[src/rtl/dual_issue_pkg.sv]
package dual_issue_pkg;
  typedef enum logic [2:0] {
    CLS_ALU = 3'd0,
    CLS_LS  = 3'd1,
    CLS_MUL = 3'd2,
    CLS_BR  = 3'd3,
    CLS_BLK = 3'd4
  } iclass_e;

  function automatic logic is_mem(input logic [2:0] c);
    return (c == CLS_LS) || (c == CLS_BLK);
  endfunction
endpackage

[src/rtl/dual_issue_scoreboard.sv]
module dual_issue_scoreboard
  import dual_issue_pkg::*;
#(
  parameter int NREG        = 16,
  parameter int TW          = 2,
  parameter int LAT_ALU_GEN = 1,
  parameter int LAT_ALU_ADR = 3,
  parameter int LAT_LD_GEN  = 2,
  parameter int LAT_LD_ADR  = 3,
  parameter int LAT_MUL_GEN = 2,
  parameter int LAT_MUL_ADR = 3,
  localparam int RW = $clog2(NREG)
) (
  input  logic                 clk_i,
  input  logic                 rst_ni,
  input  logic [1:0]           wr_en_i,
  input  logic [1:0][RW-1:0]   wr_reg_i,
  input  logic [1:0][2:0]      wr_cls_i,
  input  logic [3:0][RW-1:0]   rd_reg_i,
  input  logic [3:0]           rd_adr_i,
  output logic [3:0]           rd_rdy_o
);
  localparam logic [TW-1:0] T_ALU_G = TW'(LAT_ALU_GEN - 1);
  localparam logic [TW-1:0] T_ALU_A = TW'(LAT_ALU_ADR - 1);
  localparam logic [TW-1:0] T_LD_G  = TW'(LAT_LD_GEN - 1);
  localparam logic [TW-1:0] T_LD_A  = TW'(LAT_LD_ADR - 1);
  localparam logic [TW-1:0] T_MUL_G = TW'(LAT_MUL_GEN - 1);
  localparam logic [TW-1:0] T_MUL_A = TW'(LAT_MUL_ADR - 1);

  logic [NREG-1:0][TW-1:0] gen_t;
  logic [NREG-1:0][TW-1:0] adr_t;

  function automatic logic [TW-1:0] gen_set(input logic [2:0] c);
    case (c)
      CLS_LS, CLS_BLK: return T_LD_G;
      CLS_MUL:         return T_MUL_G;
      default:         return T_ALU_G;
    endcase
  endfunction

  function automatic logic [TW-1:0] adr_set(input logic [2:0] c);
    case (c)
      CLS_LS, CLS_BLK: return T_LD_A;
      CLS_MUL:         return T_MUL_A;
      default:         return T_ALU_A;
    endcase
  endfunction

  // Per register: countdown until ordinary use and until address use
  always_ff @(posedge clk_i or negedge rst_ni) begin
    if (!rst_ni) begin
      gen_t <= '0;
      adr_t <= '0;
    end else begin
      for (int r = 0; r < NREG; r++) begin
        if (wr_en_i[0] && wr_reg_i[0] == RW'(r)) begin
          gen_t[r] <= gen_set(wr_cls_i[0]);
          adr_t[r] <= adr_set(wr_cls_i[0]);
        end else if (wr_en_i[1] && wr_reg_i[1] == RW'(r)) begin
          gen_t[r] <= gen_set(wr_cls_i[1]);
          adr_t[r] <= adr_set(wr_cls_i[1]);
        end else begin
          if (gen_t[r] != '0) gen_t[r] <= gen_t[r] - 1'b1;
          if (adr_t[r] != '0) adr_t[r] <= adr_t[r] - 1'b1;
        end
      end
    end
  end

  always_comb begin
    for (int q = 0; q < 4; q++) begin
      rd_rdy_o[q] = rd_adr_i[q] ? (adr_t[rd_reg_i[q]] == '0)
                                : (gen_t[rd_reg_i[q]] == '0);
    end
  end

  AST_SB_DIFF_WR: assert property (@(posedge clk_i) disable iff (!rst_ni)
    (wr_en_i == 2'b11) |-> (wr_reg_i[0] != wr_reg_i[1]));
endmodule

[src/rtl/dual_issue_pair_check.sv]
module dual_issue_pair_check
  import dual_issue_pkg::*;
#(
  parameter int RW = 4
) (
  input  logic [2:0]    i0_cls_i,
  input  logic          i0_wr_i,
  input  logic [RW-1:0] i0_dst_i,
  input  logic          i1_vld_i,
  input  logic [2:0]    i1_cls_i,
  input  logic          i1_wr_i,
  input  logic [RW-1:0] i1_dst_i,
  input  logic [RW-1:0] i1_srca_i,
  input  logic [RW-1:0] i1_srcb_i,
  input  logic          i1_src_rdy_i,
  output logic          pair_ok_o
);
  logic mem_clash, br_clash, slot_bad, dst_clash, raw_clash;

  always_comb begin
    mem_clash = is_mem(i0_cls_i) && is_mem(i1_cls_i);
    br_clash  = (i0_cls_i == CLS_BR) && (i1_cls_i == CLS_BR);
    slot_bad  = (i1_cls_i == CLS_MUL) || (i1_cls_i == CLS_BLK);
    dst_clash = i0_wr_i && i1_wr_i && (i0_dst_i == i1_dst_i);
    raw_clash = i0_wr_i && ((i1_srca_i == i0_dst_i) || (i1_srcb_i == i0_dst_i));
    pair_ok_o = i1_vld_i && i1_src_rdy_i && !mem_clash && !br_clash &&
                !slot_bad && !dst_clash && !raw_clash;
  end
endmodule

[src/rtl/dual_issue_blk_seq.sv]
module dual_issue_blk_seq #(
  parameter int CW = 4
) (
  input  logic          clk_i,
  input  logic          rst_ni,
  input  logic          go_i,
  input  logic [CW-1:0] nreg_i,
  output logic          busy_o,
  output logic          last_o
);
  logic [CW-1:0] cnt_q;
  logic [CW-1:0] beats;

  // first beat moves one register, later beats two
  assign beats  = CW'(1) + (nreg_i >> 1);
  assign busy_o = (cnt_q != '0);
  assign last_o = busy_o ? (cnt_q == CW'(1)) : (beats == CW'(1));

  always_ff @(posedge clk_i or negedge rst_ni) begin
    if (!rst_ni)     cnt_q <= '0;
    else if (go_i)   cnt_q <= busy_o ? cnt_q - 1'b1 : beats - 1'b1;
  end

  AST_BLK_HOLD: assert property (@(posedge clk_i) disable iff (!rst_ni)
    (busy_o && !go_i) |=> (cnt_q == $past(cnt_q)));
  AST_BLK_STEP: assert property (@(posedge clk_i) disable iff (!rst_ni)
    (busy_o && go_i) |=> (cnt_q == $past(cnt_q) - 1'b1));
endmodule

[src/rtl/dual_issue_ctrl.sv]
module dual_issue_ctrl
  import dual_issue_pkg::*;
#(
  parameter int NREG = 16,
  parameter int CW   = 4,
  parameter int TW   = 2,
  localparam int RW  = $clog2(NREG)
) (
  input  logic          clk_i,
  input  logic          rst_ni,
  input  logic          stall_i,
  input  logic          i0_vld_i,
  input  logic [2:0]    i0_cls_i,
  input  logic [RW-1:0] i0_dst_i,
  input  logic          i0_wr_i,
  input  logic [RW-1:0] i0_srca_i,
  input  logic [RW-1:0] i0_srcb_i,
  input  logic [CW-1:0] i0_nreg_i,
  input  logic          i1_vld_i,
  input  logic [2:0]    i1_cls_i,
  input  logic [RW-1:0] i1_dst_i,
  input  logic          i1_wr_i,
  input  logic [RW-1:0] i1_srca_i,
  input  logic [RW-1:0] i1_srcb_i,
  output logic          s0_issue_o,
  output logic          s1_issue_o,
  output logic [1:0]    adv_o
);
  logic [3:0]         rdy;
  logic [1:0]         wr_en;
  logic [1:0][RW-1:0] wr_reg;
  logic [1:0][2:0]    wr_cls;
  logic               blk_busy, blk_last, blk_go;
  logic               i0_src_ok, i1_src_ok, i0_done, pair_ok;

  assign wr_reg = {i1_dst_i, i0_dst_i};
  assign wr_cls = {i1_cls_i, i0_cls_i};

  dual_issue_scoreboard #(.NREG(NREG), .TW(TW)) u_sb (
    .clk_i    (clk_i),
    .rst_ni   (rst_ni),
    .wr_en_i  (wr_en),
    .wr_reg_i (wr_reg),
    .wr_cls_i (wr_cls),
    .rd_reg_i ({i1_srcb_i, i1_srca_i, i0_srcb_i, i0_srca_i}),
    .rd_adr_i ({1'b0, is_mem(i1_cls_i), 1'b0, is_mem(i0_cls_i)}),
    .rd_rdy_o (rdy)
  );

  dual_issue_blk_seq #(.CW(CW)) u_blk (
    .clk_i  (clk_i),
    .rst_ni (rst_ni),
    .go_i   (blk_go),
    .nreg_i (i0_nreg_i),
    .busy_o (blk_busy),
    .last_o (blk_last)
  );

  assign i1_src_ok = rdy[2] && rdy[3];

  dual_issue_pair_check #(.RW(RW)) u_pair (
    .i0_cls_i     (i0_cls_i),
    .i0_wr_i      (i0_wr_i),
    .i0_dst_i     (i0_dst_i),
    .i1_vld_i     (i1_vld_i),
    .i1_cls_i     (i1_cls_i),
    .i1_wr_i      (i1_wr_i),
    .i1_dst_i     (i1_dst_i),
    .i1_srca_i    (i1_srca_i),
    .i1_srcb_i    (i1_srcb_i),
    .i1_src_rdy_i (i1_src_ok),
    .pair_ok_o    (pair_ok)
  );

  always_comb begin
    // operands of an ongoing transfer were checked on its first beat
    i0_src_ok  = blk_busy || (rdy[0] && rdy[1]);
    s0_issue_o = (i0_vld_i || blk_busy) && !stall_i && i0_src_ok;
    blk_go     = s0_issue_o && (i0_cls_i == CLS_BLK);
    i0_done    = s0_issue_o && ((i0_cls_i != CLS_BLK) || blk_last);
    s1_issue_o = i0_done && pair_ok;
    adv_o      = {1'b0, i0_done} + {1'b0, s1_issue_o};
    wr_en[0]   = s0_issue_o && !blk_busy && i0_wr_i;
    wr_en[1]   = s1_issue_o && i1_wr_i;
  end

  AST_S1_WITH_S0: assert property (@(posedge clk_i) disable iff (!rst_ni)
    s1_issue_o |-> s0_issue_o);
  AST_ONE_MEM: assert property (@(posedge clk_i) disable iff (!rst_ni)
    s1_issue_o |-> !(is_mem(i0_cls_i) && is_mem(i1_cls_i)));
  AST_NO_MUL_S1: assert property (@(posedge clk_i) disable iff (!rst_ni)
    s1_issue_o |-> (i1_cls_i != CLS_MUL));
  AST_ONE_BR: assert property (@(posedge clk_i) disable iff (!rst_ni)
    s1_issue_o |-> !((i0_cls_i == CLS_BR) && (i1_cls_i == CLS_BR)));
  AST_DST_DIFF: assert property (@(posedge clk_i) disable iff (!rst_ni)
    (s1_issue_o && i0_wr_i && i1_wr_i) |-> (i0_dst_i != i1_dst_i));
  AST_NO_BLK_S1: assert property (@(posedge clk_i) disable iff (!rst_ni)
    s1_issue_o |-> (i1_cls_i != CLS_BLK));
  AST_BLK_MID_HOLD: assert property (@(posedge clk_i) disable iff (!rst_ni)
    (blk_busy && !blk_last) |-> (adv_o == 2'd0));
  AST_STALL_QUIET: assert property (@(posedge clk_i) disable iff (!rst_ni)
    stall_i |-> (!s0_issue_o && adv_o == 2'd0));
  AST_IDLE_QUIET: assert property (@(posedge clk_i) disable iff (!rst_ni)
    (!i0_vld_i && !blk_busy) |-> !s0_issue_o);
endmodule

[config.mk]
export PLATFORM = sky130hd
export DESIGN_NAME = dual_issue_ctrl
export DESIGN_NICKNAME = d
export VERILOG_FILES = /design/src/rtl/dual_issue_pkg.sv /design/src/rtl/dual_issue_scoreboard.sv /design/src/rtl/dual_issue_pair_check.sv /design/src/rtl/dual_issue_blk_seq.sv /design/src/rtl/dual_issue_ctrl.sv
export SDC_FILE = /design/constraint.sdc
export NUM_CORES = 1
export LEC_CHECK = 0
export BUFFER_PORTS_ARGS = -buffer_cell sky130_fd_sc_hd__buf_2
export CAP_MARGIN = 10
export CORE_MARGIN = 2
export CORE_UTILIZATION = 50
export CTS_CLUSTER_DIAMETER = 50
export DETAILED_ROUTE_END_ITERATION = 6
export HOLD_SLACK_MARGIN = 0.1
export PLACE_DENSITY = 0.69
export SYNTH_ARGS = -nofsm -noshare
export SYNTH_HDL_FRONTEND = slang
export SYNTH_SLANG_ARGS = --single-unit
[constraint.sdc]
create_clock -name clk_i -period 3.6 [get_ports clk_i]
set_clock_uncertainty 0.1 [all_clocks]
set_input_delay 0.72 -clock clk_i [delete_from_list [all_inputs] [get_ports clk_i]]
set_output_delay 0.72 -clock clk_i [all_outputs]
set_load 0.02 [all_outputs]
After elaboration in Yosys (flattened, before gate mapping)
Index checks and enable logic that the tools add are counted.

Output and inout bits: 4. Register bits after elaboration: 68. RAM bits: 0. Memories: 0. Input bits: 41. Word-level logic and storage cells: 373. Bits in latches: 0. Memory bits (read-only): 0.

Equal/unequal tests: 44. Reduce and logical (&&, ||, !) cells: 142. Multiply operators: 0. Shift-type cells: 0. Divide/modulo/power cells: 0. Bitwise logic cells: 0. Mux-type cells: 114. Add/subtract/negate cells: 36. Order comparisons: 4.

Operators with widths (number): $mux 2 (102); $reduce_bool 3->1 (32); $eq 4x4->1 const B (16); $reduce_bool 2->1 (32); $sub 2x1->2 const B (32); $logic_and 1x1->1 (53); $bmux 2 s4 (6); $eq 4x3->1 const B (8); $lt 4x5->1 const B (4); $eq 4x1->1 const B (4); $eq 4x2->1 const B (4); $eq 3x2->1 const B (4); $eq 4x4->1 (3); $logic_not 2->1 (6); $logic_not 4->1 (2); $sub 4x1->4 const B (2); $logic_not 1->1 (7); $logic_or 1x1->1 (7); $eq 3x1->1 const B (2); $eq 3x3->1 const B (2); $reduce_or 3->1 (2); $mux 1 (5); $add 1x3->4 const A (1); $mux 4 (1); other kinds (3) (3).

Logic depth before layout (Yosys ltp)
Word-level depth: 16. Depth in mapped cells: 13. Depth with buffers taken out: 10.

By module
Synthesis repeated with hierarchy kept, for this count alone.

Cell total of the unflattened synthesis: 686. Area, all modules: 5728.0 um^2.

Modules (own cells, without submodules): dual_issue_scoreboard (area an instance 5022.3 um^2, cells an instance 597, times used 1, sequential area each 1601.5 um^2); dual_issue_blk_seq (area an instance 342.8 um^2, cells an instance 41, times used 1, sequential area each 100.1 um^2); dual_issue_pair_check (area an instance 217.7 um^2, cells an instance 30, times used 1, sequential area each 0.0 um^2); dual_issue_ctrl (area an instance 145.1 um^2, cells an instance 18, times used 1, sequential area each 0.0 um^2).

Least setup slack after synthesis
OpenSTA, ideal clock, no wires.

Path type: input to output. Start: in i0_srca_i[1]. End: out adv_o[0]. Path buffers: 1. Data required time: 2.780 ns. Arrival time: 2.699 ns. Stages on the path: 8. Setup slack: 0.081 ns. Path through: buf_4 > nor4_1 > a41oi_1 > and4_4 > nor4_4 > o21ai_4 > a21oi_2 > nor3b_1.

Word-level cells in the longest chain between the ends: 10. Elaborated cells between the ends (all ways): 13. Classes of those cells: add/sub: 1; mux: 5; reduce/logical: 7.

RTL lines: from (decl) (line dual_issue_ctrl.sv:16) `input logic [RW-1:0] i0_srca_i,`; $bmux 2 s4 (on tied branches) (line dual_issue_scoreboard.sv:73, dual_issue_scoreboard.sv:72); $mux 2 (on tied branches) (line dual_issue_scoreboard.sv:73, dual_issue_scoreboard.sv:72); $logic_not 2->1 (on tied branches) (line dual_issue_scoreboard.sv:73, dual_issue_scoreboard.sv:72); $mux 1 (*) (line dual_issue_scoreboard.sv:72) `rd_rdy_o[q] = rd_adr_i[q] ? (adr_t[rd_reg_i[q]] == '0)`; $logic_and 1x1->1 (*) (line dual_issue_ctrl.sv:77) `i0_src_ok = blk_busy || (rdy[0] && rdy[1]);`; $logic_or 1x1->1 (*) (line dual_issue_ctrl.sv:77); $logic_and 1x1->1 (*) (line dual_issue_ctrl.sv:78) `s0_issue_o = (i0_vld_i || blk_busy) && !stall_i && i0_src_ok;`; net s0_issue_o (line dual_issue_ctrl.sv:25) `output logic s0_issue_o,`; $logic_and 1x1->1 (*) (line dual_issue_ctrl.sv:80) `i0_done = s0_issue_o && ((i0_cls_i != CLS_BLK) || blk_last);`; $logic_and 1x1->1 (line dual_issue_ctrl.sv:81) `s1_issue_o = i0_done && pair_ok;`; $add 1x1->2 (*) (line dual_issue_ctrl.sv:82) `adv_o = {1'b0, i0_done} + {1'b0, s1_issue_o};`; to (decl) (line dual_issue_ctrl.sv:27) `output logic [1:0] adv_o`.

The timed path passes the listed nets; every way through them passes the cells marked *. The select of a mux whose other input is x is not followed.

Final worst setup path
Start: in i0_srca_i[1]. End: out adv_o[0].

Word-level cells in the longest chain between the ends: 10. Elaborated cells between the ends (all ways): 13. Classes of those cells: add/sub: 1; mux: 5; reduce/logical: 7.

RTL lines (line): $bmux 2 s4 (on tied branches) (dual_issue_scoreboard.sv:73, dual_issue_scoreboard.sv:72); $mux 2 (on tied branches) (dual_issue_scoreboard.sv:73, dual_issue_scoreboard.sv:72); $logic_not 2->1 (on tied branches) (dual_issue_scoreboard.sv:73, dual_issue_scoreboard.sv:72); $mux 1 (*) (dual_issue_scoreboard.sv:72); $logic_and 1x1->1 (*) (dual_issue_ctrl.sv:77); $logic_or 1x1->1 (*) (dual_issue_ctrl.sv:77); $logic_and 1x1->1 (*) (dual_issue_ctrl.sv:78); $logic_and 1x1->1 (*) (dual_issue_ctrl.sv:80); $logic_and 1x1->1 (dual_issue_ctrl.sv:81); $add 1x1->2 (*) (dual_issue_ctrl.sv:82).

Every way passes the cells marked *; elsewhere a longest branch is shown, timed or not. The select of a mux whose other input is x is not followed.

==> results.ini <==
[sta]
finalSetupViolations=0
report.final.slew_viol_count=0
hold_viol=0
timing.final.ws_setup_ns=0.149
final.min_clock_period_ns=3.45
worst_max_slew_margin_expressed_relative_to_the_limit_pct=38.6
fmaxAchievable_ghz=0.290
max_slew.worst_pin.slew_ns=0.921
min_period_over_period_pct=95.9

[final_layout]
final_cell_count_no_fill=866
num-nets-final=798
area_added_between_synthesis_and_finish_pct=12.5
antenna-diode-count=0
nFillCells=1014
utilization_pct=58.1
share_of_post_route_cells_with_drive_strength_above_1_pct=18.6

[logic_synthesis]
synth-edff-count=0
number_of_warnings_printed_during_yosys_synthesis=0
synthArstFlopShare_pct=100
postSynthAreaPerCell_um2=8.51
netlist.area_leader.share_pct=30.2
seq_area_frac_synth_pct=30.2
synth_fp_nets=738
netlist_instances=661
synth_cell_types=80
ys.flop_type=sky130_fd_sc_hd__dfrtp_1
synth.top_cells.by_area=sky130_fd_sc_hd__dfrtp_1, sky130_fd_sc_hd__ha_1, sky130_fd_sc_hd__nor2_1
synthTopCellsByCount=sky130_fd_sc_hd__nor2_1, sky130_fd_sc_hd__inv_1, sky130_fd_sc_hd__dfrtp_1, sky130_fd_sc_hd__nand2_1
synthDominantAreaCellType=sky130_fd_sc_hd__dfrtp_1
synthMostInstantiatedCell=sky130_fd_sc_hd__nor2_1
total_of_flip_flops_plus_latches_after_synthesis=68
netlist_area_um2=5630

[power_and_ir_drop]
comb_power_share_pct=52.9
p_int_mw=2.88
pwr-share-seq_pct=32.4
clockPowerShare_pct=14.8
net_switching_fraction_of_the_power_pct=43.4
power_per_cell_area_nw_per_um2=803
p_leak_nw=2.99
total_power_mw=5.08
p_switching_mw=2.20
ir_drop_worst_case_vdd_uv=431

[place]
post-place-cells=848
placement.setup.worst_slack_ns=-0.0532
gp_routability_congestion=0.929
post-dp-hpwl_mm=12.8
numPortBuffers=43

[global_route]
number_of_global_route_vias_before_repair=5087
antenna_violations_before_repair=0
global_route.usage.total_pct=29.1
grt_start_max_net_pins=41
grt_remaining_overflow=0
grt_first_pass_wirelength_mm=26.1

[setup_path]
cp_slowest_stage_delay_ns=0.38
critical_path_class=in2out
timing.critical_path.buf_inv=2
startpoint_type=input pin
critical-path-slowest-cell=sky130_fd_sc_hd__o41ai_1
critPathMaxFanout=21
critPathArrivalTime_ns=2.63
crit_required_ns=2.78
endpoint_kind=output pin
timing.critical_path.max_delay_family=compound AO/OA/AOI/OAI gates
path_cells=buf_4 > nor3_2 > a2111oi_0 > o41ai_1 > o211a_2 > o21ai_4 > a21oi_2 > nor3b_1 > buf_2

[floorplanning]
floorplan_core_area_um2=10900
dieHeight_um=110
floorplan.rows=38
boundaryPins=45
initial_utilization_pct=51.7
area_of_the_die_um2=12100
die_width_um=110

[drt]
drc=0
dr.pass1.iters=5
wire_per_inst_um=18.8
routed_via_density=6.02
initialDrtViolationCount=379
antenna_violating_nets_post_route=0
detail_route.wirelength_mm=16.3
detailroute.via_count=5211

[clock_tree]
h-tree-depth=3
post_cts_hold_buffer_count=0
clock_sinks=68
worstSkewPairLatency_ns=0.38
numCtsBuffers=9
tritoncts=yes
cts.clk_slew.worst_paths_ns=0.08
cts-root-buf=sky130_fd_sc_hd__clkbuf_8
max-clock-path-buffers=2

[run]
drv_cap=0

[run_status]
run_status=complete, no violations

[worst_hold_path]
hp-class=in2async

-- final cells by class --
cell class	count	area, um^2	share of cell area (%)
Clock buffer	10	138	2.17
Clock inverter	6	86.3	1.36
Inverter	78	293	4.62
Multi-Input combinational cell	496	3530	55.8
Sequential cell	68	1700	26.9
Tap cell	140	175	2.77
Timing Repair Buffer	68	408	6.44
-- routing by layer --
metal / up-vias / global-route usage, % / share of wire [%]
met5: - / 0 / 0
met4: 0 / 11.8 / 3.0
met3: 39 / 5.47 / 6.9
met2: 201 / 47.4 / 46
met1: 2505 / 38.0 / 44
li1: 2466 / - / -
-- cells by family after synthesis --
| kind of cell | synth area share (%) |
|---|---|
| simple gates | 21.4 |
| compound gates | 19.3 |
| buf+inv | 7.54 |
| flops | 30.2 |
| xor+xnor | 7.63 |
| fa+ha+maj | 8.01 |
| mux | 5.85 |
-- metrics by stage --
step	hold slack [ns]	TNS (ns)	cell area [um^2]
6_report	0.362	0	6330
4_1_cts	0.385	0	6290
5_1_grt	0.421	-0.000491	6330
2_1_floorplan	0.324	0	5630
3_3_place_gp	0.397	-0.358	6060
3_5_place_dp	0.410	-0.187	6060
-- what timing repair did --
item / 4_1_cts / 5_1_grt
setup endpoints to repair: 2 / 3
pin swaps: 0 / 2
setup buffers: 0 / 2
gates cloned: 0 / 0
resized for setup: 3 / 7
-- power by group through the flow --
stage / Sequential (mW) / Combinational (mW) / Clock (mW)
2_1_floorplan: 1.53 / 2.06 / 0
3_3_place_gp: 1.61 / 2.48 / 0
3_5_place_dp: 1.64 / 2.64 / 0
4_1_cts: 1.63 / 2.67 / 0.758
5_1_grt: 1.70 / 3.08 / 0.794
6_report: 1.64 / 2.69 / 0.750
-- registers in the layout, summed over array words and instances, names as in the netlist --
name,cells
u_sb.adr_t,32
u_sb.gen_t,32
u_blk.cnt_q,4
-- worst paths after layout --
path	start	to	slack, ns	depth (start not counted)
max	i0_srca_i[1]	adv_o[0]	0.15	9
min	rst_ni	u_sb.adr_t[14]	0.36	1
max reg2reg	u_sb.gen_t[31]	u_sb.gen_t[17]	0.45	12
min reg2reg	u_sb.adr_t[7]	u_sb.adr_t[7]	0.43	1
max in group asynchronous	rst_ni	u_sb.adr_t[31]	2.27	2
min in group clk_i	u_sb.adr_t[7]	u_sb.adr_t[7]	0.43	1
-- placed cells by master (no fill, tap or decap), types with 5 or more instances in the layout --
| cell | synthesis | final |
|---|---|---|
| sky130_fd_sc_hd__mux2i_1 | 7 | 7 |
| sky130_fd_sc_hd__nor3_2 | 4 | 5 |
| sky130_fd_sc_hd__clkbuf_8 | 0 | 10 |
| sky130_fd_sc_hd__a211o_1 | 18 | 18 |
| sky130_fd_sc_hd__o21ai_1 | 8 | 8 |
| sky130_fd_sc_hd__o211ai_1 | 6 | 6 |
| sky130_fd_sc_hd__mux4_2 | 10 | 10 |
| sky130_fd_sc_hd__a21oi_1 | 31 | 31 |
| sky130_fd_sc_hd__a31oi_1 | 6 | 6 |
| sky130_fd_sc_hd__nor2_1 | 101 | 98 |
| sky130_fd_sc_hd__inv_1 | 77 | 77 |
| sky130_fd_sc_hd__a21o_1 | 5 | 5 |
| sky130_fd_sc_hd__ha_1 | 36 | 36 |
| sky130_fd_sc_hd__xnor2_1 | 13 | 13 |
| sky130_fd_sc_hd__nand2b_1 | 6 | 6 |
| sky130_fd_sc_hd__a2111oi_0 | 10 | 10 |
| sky130_fd_sc_hd__nand3_1 | 10 | 10 |
| sky130_fd_sc_hd__dfrtp_1 | 68 | 68 |
| sky130_fd_sc_hd__buf_4 | 3 | 27 |
| sky130_fd_sc_hd__a211oi_1 | 7 | 7 |
| sky130_fd_sc_hd__xor2_1 | 36 | 36 |
| sky130_fd_sc_hd__o21ai_0 | 20 | 20 |
| sky130_fd_sc_hd__nor4_1 | 10 | 10 |
| sky130_fd_sc_hd__nand2_1 | 37 | 37 |
| sky130_fd_sc_hd__nor3_1 | 31 | 30 |
| sky130_fd_sc_hd__buf_2 | 7 | 41 |
Note: power is estimated with default switching activity, not from simulation.
